===== src/rtl/irqv_pkg.sv =====
package irqv_pkg;

    // Register word indices (byte offset = index * 4)
    typedef enum logic [2:0] {
        W_STATUS = 3'd0,
        W_PEND   = 3'd1,
        W_ENABLE = 3'd2,
        W_ACK    = 3'd3,
        W_SETEN  = 3'd4,
        W_CLREN  = 3'd5,
        W_VECTOR = 3'd6,
        W_MASTER = 3'd7
    } reg_word_e;

    localparam int unsigned BUS_W = 32;
    localparam logic [BUS_W-1:0] NO_VECTOR = '1;

endpackage


===== src/rtl/irqv_sync_edge.sv =====
module irqv_sync_edge #(
    parameter int unsigned N_IRQ     = 32,
    parameter int unsigned STAGES    = 2,
    parameter logic [N_IRQ-1:0] EDGE_MASK = '0
) (
    input  logic             clk,
    input  logic             rst_n,
    input  logic [N_IRQ-1:0] irq_in,
    output logic [N_IRQ-1:0] hit
);

    typedef struct packed {
        logic [STAGES-1:0][N_IRQ-1:0] sync;
        logic [N_IRQ-1:0]             prev;
    } sync_state_t;

    sync_state_t st_d, st_q;
    logic [N_IRQ-1:0] line_s;

    assign line_s = st_q.sync[STAGES-1];

    always_comb begin
        st_d = st_q;
        st_d.sync[0] = irq_in;
        for (int k = 1; k < STAGES; k++) begin
            st_d.sync[k] = st_q.sync[k-1];
        end
        st_d.prev = line_s;
    end

    always_ff @(posedge clk or negedge rst_n) begin
        if (!rst_n) begin
            st_q <= '0;
        end else begin
            st_q <= st_d;
        end
    end

    for (genvar i = 0; i < N_IRQ; i++) begin : g_line
        if (EDGE_MASK[i]) begin : g_edge
            assign hit[i] = line_s[i] & ~st_q.prev[i];
        end else begin : g_level
            assign hit[i] = line_s[i];
        end
    end

endmodule


===== src/rtl/irqv_prio_enc.sv =====
module irqv_prio_enc #(
    parameter int unsigned N_IRQ = 32,
    localparam int unsigned IDX_W = (N_IRQ > 1) ? $clog2(N_IRQ) : 1
) (
    input  logic [N_IRQ-1:0] pend,
    output logic             found,
    output logic [IDX_W-1:0] idx
);

    always_comb begin
        found = 1'b0;
        idx   = '0;
        for (int i = N_IRQ - 1; i >= 0; i--) begin
            if (pend[i]) begin
                found = 1'b1;
                idx   = IDX_W'(i);
            end
        end
    end

endmodule


===== src/rtl/irqv_read_mux.sv =====
module irqv_read_mux
    import irqv_pkg::*;
#(
    parameter int unsigned N_IRQ = 32
) (
    input  logic [2:0]       word,
    input  logic [N_IRQ-1:0] status,
    input  logic [N_IRQ-1:0] pend,
    input  logic [N_IRQ-1:0] enable,
    input  logic [BUS_W-1:0] vector,
    input  logic             master_on,
    input  logic             hw_lock,
    output logic [BUS_W-1:0] rdata
);

    always_comb begin
        rdata = '0;
        case (reg_word_e'(word))
            W_STATUS: rdata = BUS_W'(status);
            W_PEND:   rdata = BUS_W'(pend);
            W_ENABLE: rdata = BUS_W'(enable);
            W_VECTOR: rdata = vector;
            W_MASTER: rdata = {{(BUS_W-2){1'b0}}, hw_lock, master_on};
            default:  rdata = '0;
        endcase
    end

endmodule


===== src/rtl/irqv_ctrl.sv =====
module irqv_ctrl
    import irqv_pkg::*;
#(
    parameter int unsigned N_IRQ       = 32,
    parameter int unsigned SYNC_STAGES = 2,
    parameter logic [N_IRQ-1:0] EDGE_MASK = '0,
    localparam int unsigned IDX_W = (N_IRQ > 1) ? $clog2(N_IRQ) : 1
) (
    input  logic             clk,
    input  logic             rst_n,
    input  logic [N_IRQ-1:0] irq_in,
    input  logic [2:0]       bus_word,
    input  logic             bus_wen,
    input  logic [BUS_W-1:0] bus_wdata,
    output logic [BUS_W-1:0] bus_rdata,
    output logic             irq_out
);

    typedef struct packed {
        logic [N_IRQ-1:0] status;
        logic [N_IRQ-1:0] enable;
        logic             master_on;
        logic             hw_lock;
    } ctrl_state_t;

    ctrl_state_t st_d, st_q;

    logic [N_IRQ-1:0] hw_hit;
    logic [N_IRQ-1:0] pend;
    logic [N_IRQ-1:0] set_mask;
    logic [N_IRQ-1:0] ack_mask;
    logic [N_IRQ-1:0] wbits;
    logic             vec_found;
    logic [IDX_W-1:0] vec_idx;
    logic [BUS_W-1:0] vector;

    irqv_sync_edge #(
        .N_IRQ     (N_IRQ),
        .STAGES    (SYNC_STAGES),
        .EDGE_MASK (EDGE_MASK)
    ) sync_i (
        .clk    (clk),
        .rst_n  (rst_n),
        .irq_in (irq_in),
        .hit    (hw_hit)
    );

    assign wbits = bus_wdata[N_IRQ-1:0];
    assign pend  = st_q.status & st_q.enable;

    irqv_prio_enc #(
        .N_IRQ (N_IRQ)
    ) prio_i (
        .pend  (pend),
        .found (vec_found),
        .idx   (vec_idx)
    );

    assign vector  = vec_found ? BUS_W'(vec_idx) : NO_VECTOR;
    assign irq_out = st_q.master_on & (|pend);

    always_comb begin
        st_d     = st_q;
        set_mask = hw_hit;
        ack_mask = '0;
        if (bus_wen) begin
            case (reg_word_e'(bus_word))
                W_STATUS: if (!st_q.hw_lock) set_mask = hw_hit | wbits;
                W_ENABLE: st_d.enable = wbits;
                W_ACK:    ack_mask = wbits;
                W_SETEN:  st_d.enable = st_q.enable | wbits;
                W_CLREN:  st_d.enable = st_q.enable & ~wbits;
                W_MASTER: begin
                    st_d.master_on = bus_wdata[0];
                    st_d.hw_lock   = st_q.hw_lock | bus_wdata[1];
                end
                default: ;
            endcase
        end
        // acknowledge wins over a request arriving in the same cycle
        st_d.status = (st_q.status | set_mask) & ~ack_mask;
    end

    always_ff @(posedge clk or negedge rst_n) begin
        if (!rst_n) begin
            st_q <= '0;
        end else begin
            st_q <= st_d;
        end
    end

    irqv_read_mux #(
        .N_IRQ (N_IRQ)
    ) rmux_i (
        .word      (bus_word),
        .status    (st_q.status),
        .pend      (pend),
        .enable    (st_q.enable),
        .vector    (vector),
        .master_on (st_q.master_on),
        .hw_lock   (st_q.hw_lock),
        .rdata     (bus_rdata)
    );


    hw_lock_sticky_chk: assert property (@(posedge clk) disable iff (!rst_n)
        st_q.hw_lock |=> st_q.hw_lock);


    ack_clears_chk: assert property (@(posedge clk) disable iff (!rst_n)
        (bus_wen && bus_word == W_ACK) |=> ((st_q.status & $past(wbits)) == '0));

    // a status bit only drops after an acknowledge of that bit
    status_hold_chk: assert property (@(posedge clk) disable iff (!rst_n)
        1'b1 |=> ((~st_q.status & $past(st_q.status) & ~$past(ack_mask)) == '0));


    set_alias_chk: assert property (@(posedge clk) disable iff (!rst_n)
        (bus_wen && bus_word == W_SETEN) |=> ((st_q.enable & $past(wbits)) == $past(wbits)));


    clr_alias_chk: assert property (@(posedge clk) disable iff (!rst_n)
        (bus_wen && bus_word == W_CLREN) |=> ((st_q.enable & $past(wbits)) == '0));


    vec_lowest_chk: assert property (@(posedge clk) disable iff (!rst_n)
        vec_found |-> (pend[vec_idx] &&
            ((pend & ((N_IRQ'(1) << vec_idx) - N_IRQ'(1))) == '0)));


    out_needs_pend_chk: assert property (@(posedge clk) disable iff (!rst_n)
        irq_out |-> (pend != '0));

endmodule


===== config.mk =====
export PLATFORM = sky130hd
export DESIGN_NAME = irqv_ctrl
export DESIGN_NICKNAME = d
export VERILOG_FILES = /design/src/rtl/irqv_pkg.sv /design/src/rtl/irqv_sync_edge.sv /design/src/rtl/irqv_prio_enc.sv /design/src/rtl/irqv_read_mux.sv /design/src/rtl/irqv_ctrl.sv
export SDC_FILE = /design/constraint.sdc
export NUM_CORES = 1
export LEC_CHECK = 0
export BUFFER_PORTS_ARGS = -buffer_cell sky130_fd_sc_hd__buf_2
export CAP_MARGIN = 10
export CORE_MARGIN = 5
export CORE_UTILIZATION = 51
export DETAILED_ROUTE_END_ITERATION = 10
export PLACE_DENSITY_LB_ADDON = 0.12
export SLEW_MARGIN = 20
export SYNTH_ARGS = -nofsm -noshare
export SYNTH_HDL_FRONTEND = slang
export SYNTH_SLANG_ARGS = --single-unit

===== constraint.sdc =====
create_clock -name clk -period 1.9 [get_ports clk]
set_clock_uncertainty 0.15 [all_clocks]
set_input_delay 0.38 -clock clk [delete_from_list [all_inputs] [get_ports clk]]
set_output_delay 0.38 -clock clk [all_outputs]
set_load 0.005 [all_outputs]

# Word level (Yosys, flattened, before mapping)

Cells that the tools add are included.

Bits in registers: 130
Output and inout port bits: 33
Logic and storage cells: 100

Eq/ne operators: 7
Bitwise operators: 10
Mux-type cells: 72
Reduce and logical (&&, ||, !) cells: 5

Operators with widths:

| kind                                                                  | number |
|---|---|
| 32-bit two-way mux                                                    | 6 |
| 5-bit two-way mux                                                     | 32 |
| 32-bit case mux with 5 select lines                                   | 1 |
| 32-bit bitwise AND                                                    | 3 |
| 32-bit bitwise OR                                                     | 3 |
| 32-bit case mux with 3 select lines                                   | 1 |
| 32-bit inverter                                                       | 2 |
| 1-bit two-way mux                                                     | 32 |
| 32-bit OR reduction                                                   | 1 |
| 3-bit equality test, second input constant                            | 4 |
| 3-bit by 2-bit equality test with 1-bit output, second input constant | 2 |
| 2-bit AND reduction                                                   | 2 |
| 3-bit by 1-bit equality test with 1-bit output, second input constant | 1 |
| 3-bit logical NOT                                                     | 1 |
| 3-bit nonzero test                                                    | 1 |
| 1-bit bitwise AND                                                     | 1 |
| 1-bit bitwise OR                                                      | 1 |

# Depth between registers and ports, before layout

Gate-level depths: netlist of the first run.

Word-level depth: 35
Gate-level depth with buffers: 8
Gate-level depth less buffers: 6

# By module

A second synthesis of the first run with hierarchy kept.

Cells, all modules: 554
Area total of the unflattened synthesis: 6069.6 sq um

By module, submodules not included:

| module         | area an instance (sq um) | times used | cells an instance | sequential area each (sq um) |
|---|---|---|---|---|
| irqv_ctrl      | 3054.2                   | 1          | 306               | 1651.6 |
| irqv_sync_edge | 1841.8                   | 1          | 96                | 1601.5 |
| irqv_read_mux  | 803.3                    | 1          | 87                | 0.0 |
| irqv_prio_enc  | 370.4                    | 1          | 65                | 0.0 |

# Worst setup path before layout of the first run

No wires, ideal clock.

Path kind: register to output
Start point: register st_q[16] (netlist name)
End point: output bus_rdata[19]
Data required time: 1.370 ns
Buffers on the path: 1
Cell stages (with the launch flop): 7
Arrival: 1.453 ns
Slack: -0.083 ns
Cell sequence: dfrtp_1 a22o_1 and3b_1 nand4_1 or2_4 buf_6 o21ai_0

Cells in the longest elaborated chain, start to end: 18

Ends and longest elaborated chain:

| element                             | RTL line            | RTL |
|---|---|---|
| from (decl)                         | irqv_ctrl.sv:26     | `ctrl_state_t st_d, st_q;` |
| from (signal assigned)              | irqv_ctrl.sv:88     | `st_q <= st_d;` |
| 32-bit bitwise AND                  | irqv_ctrl.sv:49     | `assign pend = st_q.status & st_q.enable;` |
| 1-bit two-way mux (15 in a row)     | irqv_prio_enc.sv:14 | `if (pend[i]) begin` |
| 32-bit two-way mux                  | irqv_ctrl.sv:59     | `assign vector = vec_found ? BUS_W'(vec_idx) : NO_VECTOR;` |
| 32-bit case mux with 5 select lines | irqv_read_mux.sv:18 | `case (reg_word_e'(word))` |
| to (decl)                           | irqv_ctrl.sv:15     | `output logic [BUS_W-1:0] bus_rdata,` |

Every way passes these cells.

# Worst setup path after layout of the first run

Start point: register st_q[16] (netlist name)
End point: output bus_rdata[21]

The elaborated chain is that of the path after synthesis.

==> impl_metrics.toml, run 1 <==
[yosys]
synth.distinct_cells = 51
synth_edf_count = 0
synth_cells = 618
yosys-top-cells-area = "dfrtp_1 52%, o21ai_0 5.0%, a221oi_1 4.5%, a311oi_1 4.5%, nand2_1 4.4%"
synth_top_cell_area_share = 0.524
ys_ff_latch = 130
synth.avg_cell_area_um2 = 10.0
yosysSeqAreaShare = 0.524
yosysWarnings = 0
syn-num-nets = 688
synthesis.area_um2 = 6210
ys.flop_type = "dfrtp_1"
yosys.area.top_type = "dfrtp_1"
async_reset_ff_frac = 1.00
synthTopCellsByCount = "130 x dfrtp_1, 72 x nand2_1, 62 x o21ai_0, 38 x a21oi_1, 36 x o22ai_1"
synth_most_common_cell = "dfrtp_1"

[worst_setup_path]
r2r_slack_ns = 0.39
max_stage_delay_ns = 0.39
worst_setup_path_start_kind = "flip-flop"
path_max_fanout = 8
crit_chain = "a22o_1 > and3b_1 > nand4_1 > or2_4 > o21ai_2 > buf_2"
required_ns = 1.37
timing.rr.end = "st_q[42]$_DFF_PN0_"
crit_arrival_ns = 2.13
path_class = "flip-flop to primary output"
end_kind = "primary output"
worstReg2RegStart = "st_q[0]$_DFFE_PN0P_"
slowest_stage = "dfrtp_1"
reg2regPathDepth = 4

[worst_hold_path]
hold_depth = 2
hold_start = "bus_wdata[29]"
hold_path.class = "primary input to flip-flop"
whs_endpoint = "st_q[63]$_DFF_PN0_"

[global_route]
grt_max_degree = 44
antenna_found_initial = 0
grt_usage = 0.301
grt_pass1_vias = 6639
grt-ovfl-total = 0
grt_pass1_wl_um = 34500

[clocking]
h-tree-depth = 4
cts_buffers = 17
cts.clk_slew.worst_paths_ns = 0.06
clock_latency_ns = 0.42
cts_tree = "done"
root_buffer = "clkbuf_16"
clkSinkCount = 130
clk_path_buf_depth = 2

[sta]
fmax_ghz = 0.376
worst_slack_ns = -0.761
finalCriticalPeriod_ns = 2.66
period_share = 1.40
worstMarginPinSlew_ns = 0.456
rsz0062_at_grt = "true"
setup_tns_ns = -23.71
slew_viol_final = 0
slew_headroom = 0.696
setup_viol = 33
hold_viol_final = 0

[run_status]
outcome = "finished, violations left"
violations = "negative setup slack"

[cells_and_area]
seq_area_um2 = 3250
multi_input_area_um2 = 2870
diodes = 0
fillCellCount = 827
nNetsFinal = 941
syn_to_final_growth_pct = 44.3
final_core_util = 0.749
stdcell_count = 1031
drive_gt1_frac = 0.368

[floorplanning]
ioPinCount = 103
die_h_um = 120
core_um2 = 12000
initial_utilization = 0.519
die_w_um = 120
rows = 40
die_area_um2 = 14500

[power_and_ir_drop]
pwr-share-comb = 0.194
power_switching_w = 0.00207
ir_drop_v = 0.000808
power_density_nw_per_um2 = 875
intPower_w = 0.00576
pwr-share-seq = 0.383
p_leak_nw = 3.94
netSwitchingFraction = 0.265
power_frac_clock = 0.423

[drt]
vias = 6603
ant_nets = 0
drc = 0
viasPerCell = 6.40
drt_iter0_markers = 887
drt_pass1_iterations = 5
finalWirelength_um = 21300
wire_per_inst_um = 20.6

[placement]
dpl.hpwl_um = 14200
dp.cells = 959
gp_congestion = 0.874
port_buffers = 102

[job]
cap_viol_max_count = 0
-- cell usage in the layout, fill, tap and decap left out, types with 4 or more instances in the layout --
| cell type | n |
|---|---|
| nand2b_1 | 14 |
| o22ai_1 | 34 |
| clkbuf_1 | 4 |
| nand3_2 | 4 |
| a21o_1 | 15 |
| clkinvlp_4 | 4 |
| nand3_1 | 9 |
| o21ai_0 | 36 |
| a31oi_1 | 33 |
| nand4_1 | 4 |
| dfrtp_1 | 130 |
| buf_12 | 5 |
| dlygate4sd3_1 | 33 |
| a22oi_2 | 6 |
| a21oi_1 | 38 |
| a32oi_1 | 16 |
| a311oi_1 | 32 |
| nor2_2 | 4 |
| clkbuf_16 | 17 |
| buf_4 | 147 |
| nand2_1 | 70 |
| o21ai_2 | 12 |
| a221oi_1 | 32 |
| a22oi_1 | 16 |
| buf_2 | 101 |
| o21ai_1 | 13 |
-- worst max path at each step --
| stage | endpoint | slack, ns | start | cells after the start |
|---|---|---|---|---|
| CTS | bus_rdata[21] | -0.76 | st_q[22]$_DFFE_PN0P_ | 7 |
| global placement | bus_rdata[19] | -0.33 | st_q[58]$_DFF_PN0_ | 7 |
| finish | bus_rdata[21] | -0.76 | st_q[16]$_DFFE_PN0P_ | 6 |
| global route | bus_rdata[31] | -0.87 | st_q[58]$_DFF_PN0_ | 7 |
| detailed placement | bus_rdata[5] | -0.39 | st_q[58]$_DFF_PN0_ | 7 |
| floorplan | bus_rdata[19] | -0.06 | st_q[16]$_DFFE_PN0P_ | 6 |
-- critical path: cells and delay by family (launching register included) --
kind,cells,cell delay [ns]
AND/OR/NAND/NOR,3,0.81
AO/OA/AOI/OAI,2,0.36
buffers and inverters,1,0.15
flip-flops,1,0.39
-- final cells by class --
type | count | share of cell area
Sequential cell | 130 | 0.363
Multi-Input combinational cell | 433 | 0.320
Timing Repair Buffer | 286 | 0.228
Clock buffer | 23 | 0.0522
Tap cell | 147 | 0.0205
Clock inverter | 9 | 0.0145
Inverter | 3 | 0.00126
-- sequential cells by signal, indices dropped and copies added (netlist names) --
register     count
sync_i.st_d     32
sync_i.hit      32
st_q            66
-- stage by stage --
step           instance area (um2)  setup WS [ns]  total power, W  hold slack, ns
5_1_grt                       8960         -0.867         0.00816          0.0433
6_report                      8960         -0.761         0.00784          0.0520
2_1_floorplan                 6220        -0.0606         0.00366         -0.0656
3_3_place_gp                  7840         -0.331         0.00436           0.182
3_5_place_dp                  7840         -0.392         0.00440           0.186
4_1_cts                       8910         -0.764         0.00785          0.0387
-- repair_timing --
item,4_1_cts,5_1_grt
gates cloned,2,0
hold buffers,33,0
pin swaps,13,8
endpoints found under the setup margin,33,33
endpoints found under the hold margin,56,0
resized for setup,44,11
setup buffers,9,2
-- routing by layer --
metal  vias to the layer above  global-route usage  routed length, um
li1                       2956                   -                  -
met1                      3250               0.398               8690
met2                       348               0.494              10300
met3                        49              0.0683               1870
met4                         0               0.101                444
met5                         -                   0                  0
-- power groups by stage --
stage / registers, W / clock network [W] / logic [W]
global route: 0.00301 / 0.00350 / 0.00165
finish: 0.00300 / 0.00331 / 0.00152
floorplan: 0.00306 / 0 / 0.000602
detailed placement: 0.00304 / 0 / 0.00135
global placement: 0.00304 / 0 / 0.00132
CTS: 0.00300 / 0.00336 / 0.00149
-- cell families (layout without fill, tap and decap cells) --
logic type | count (synthesis) | in the layout | share of synthesized area
compound gates | 305 | 305 | 0.337
buf+inv | 57 | 321 | 0.0421
flops | 130 | 130 | 0.524
mux | 4 | 4 | 0.00665
simple gates | 122 | 124 | 0.0897
Power figures use the tool's default switching activity.
==> run 2, diff against run 1 <==
==> constraint.sdc (replaced) <==
create_clock -name clk -period 2.3 [get_ports clk]
set_clock_uncertainty 0.15 [all_clocks]
set_input_delay 0.46 -clock clk [delete_from_list [all_inputs] [get_ports clk]]
set_output_delay 0.46 -clock clk [all_outputs]
set_load 0.005 [all_outputs]
==> run 2 against run 1 <==
The run still ends with negative setup slack left; clock power fell by 17%; die area stayed put; total power shrank 17%; utilization is 1.6 points lower; sequential cell count is the same; non-clock buffer count shrank 33; global-route usage fell by 0.13 points; count of clock-buffer cells in the layout is 2 higher; combinational power decreased by 18%; critical path depth grew 2; worst hold slack got worse by 0.040 ns; first-iteration DRC count fell by 9.0%; critical endpoint is now bus_rdata[11]; largest cell class unchanged.
==> impl_metrics.toml, run 2 (synthesis gave the netlist of run 1 again) <==
[run_status]
outcome = "finished, violations left"
violations = "negative setup slack"

[job]
cap_viol_max_count = 0

[floorplanning]
ioPinCount = 103
die_w_um = 120
core_um2 = 12000
rows = 40
initial_utilization = 0.519
die_area_um2 = 14500
die_h_um = 120

[clocking]
cts_buffers = 17
clock_latency_ns = 0.42
clkSinkCount = 130
h-tree-depth = 4
root_buffer = "clkbuf_16"
cts.clk_slew.worst_paths_ns = 0.06
cts_tree = "done"
clk_path_buf_depth = 2

[power_and_ir_drop]
intPower_w = 0.00479
netSwitchingFraction = 0.262
pwr-share-seq = 0.383
power_density_nw_per_um2 = 741
p_leak_nw = 3.83
finalPower_w = 0.00649
power_switching_w = 0.00170
power_frac_clock = 0.424
pwr-share-comb = 0.193
ir_drop_v = 0.000600

[placement]
pre_cts_ws_ns = -0.0612
gp_congestion = 0.899
port_buffers = 102
dpl.hpwl_um = 13200

[sta]
fmax_ghz = 0.348
rsz0062_at_grt = "true"
hold_viol_final = 0
setup_tns_ns = -16.22
worst_slack_ns = -0.576
finalCriticalPeriod_ns = 2.88
period_share = 1.25
slew_viol_final = 0
slew_headroom = 0.697
setup_viol = 33
worstMarginPinSlew_ns = 0.454
hold_ws_ns = 0.0117

[worst_setup_path]
path_class = "flip-flop to primary output"
required_ns = 1.69
crit_chain = "a22oi_2 > nand3_2 > nor2_4 > nand4_1 > buf_6 > or2_4 > o21ai_1 > buf_2"
slowest_stage = "dfrtp_1"
max_stage_delay_ns = 0.41
critPathTopFamily = "simple AND/OR/NAND/NOR gates"
path_max_fanout = 8
end_kind = "primary output"
path_buf_inv = 2
crit_arrival_ns = 2.27
worst_setup_path_start_kind = "flip-flop"

[drt]
vias = 6587
finalWirelength_um = 21500
wire_per_inst_um = 21.6
drt_pass1_iterations = 6
ant_nets = 0
viasPerCell = 6.61
drt_iter0_markers = 807
drc = 0

[global_route]
grt_pass1_vias = 6517
antenna_found_initial = 0
grt_usage = 0.300
grt_pass1_wl_um = 34300
grt_max_degree = 71
grt-ovfl-total = 0

[worst_hold_path]
hold_path.class = "primary input to flip-flop"

[cells_and_area]
syn_to_final_growth_pct = 41.3
diodes = 0
fillCellCount = 858
nNetsFinal = 909
drive_gt1_frac = 0.353
top_register = "st_q"
largest_reg_flops = 66
layout_common_cells = "130 x dfrtp_1, 112 x buf_4, 101 x buf_2, 69 x nand2_1, 38 x a21oi_1"
final_common_cell = "dfrtp_1"
==> run 2: changes by cell type in the layout (fill, tap and decap cells not counted), sizes merged <==
| cell | change |
|---|---|
| buf | -32 |
| or2 | +1 |
| dlygate4sd3 | -1 |
| clkinvlp | -4 |
| clkbuf | +2 |
==> run 2: layout make-up <==
cell class,instances,area [um2],share of cell area
Multi-Input combinational cell,434,2930,0.334
Inverter,3,11.3,0.00128
Clock inverter,5,100,0.0114
Tap cell,147,184,0.0210
Timing Repair Buffer,253,1800,0.205
Clock buffer,25,495,0.0565
Sequential cell,130,3250,0.371
==> run 2: power groups by stage <==
| stage | clock, W | sequential, W | combinational (W) |
|---|---|---|---|
| 6_report | 0.00276 | 0.00249 | 0.00125 |
| 4_1_cts | 0.00278 | 0.00248 | 0.00116 |
| 2_1_floorplan | 0 | 0.00253 | 0.000493 |
| 3_3_place_gp | 0 | 0.00251 | 0.00102 |
| 3_5_place_dp | 0 | 0.00252 | 0.00105 |
| 5_1_grt | 0.00290 | 0.00249 | 0.00135 |
==> run 2: through the flow <==
stage	cell area, um2	std cells	util
after global routing	8770	997	0.733
after detailed placement	7530	919	0.629
after global placement	7530	919	0.629
after CTS	8600	989	0.719
after floorplan	6210	618	-
final	8770	997	0.733
==> run 2: repair_timing <==
item	CTS	global route
resized for setup	49	28
endpoints found under the hold margin	161	0
buffers inserted	7	7
cloned	2	1
pin swaps	11	14
hold buffers	32	0
endpoints found under the setup margin	33	33
==> run 2: path summary, 6_finish.rpt <==
path / startpoint / endpoint / slack [ns] / cells after the start
max in group asynchronous: rst_n / sync_i.st_d[80]$_DFF_PN0_ / 1.21 / 3
min in group asynchronous: rst_n / st_q[35]$_DFF_PN0_ / 0.43 / 3
hold reg to reg: sync_i.st_d[78]$_DFF_PN0_ / sync_i.hit[14]$_DFF_PN0_ / 0.19 / 0
setup reg to reg: st_q[0]$_DFFE_PN0P_ / st_q[65]$_DFF_PN0_ / 0.75 / 4
hold / removal: irq_in[28] / sync_i.st_d[92]$_DFF_PN0_ / 0.01 / 1
setup / recovery: st_q[50]$_DFF_PN0_ / bus_rdata[11] / -0.58 / 8
==> run 2: routing by layer <==
metal / part of all wire / global-route usage / vias up
li1: - / - / 2893
met1: 0.41 / 0.393 / 3239
met2: 0.48 / 0.470 / 393
met3: 0.084 / 0.0837 / 62
met4: 0.026 / 0.130 / 0
met5: 0 / 0 / -
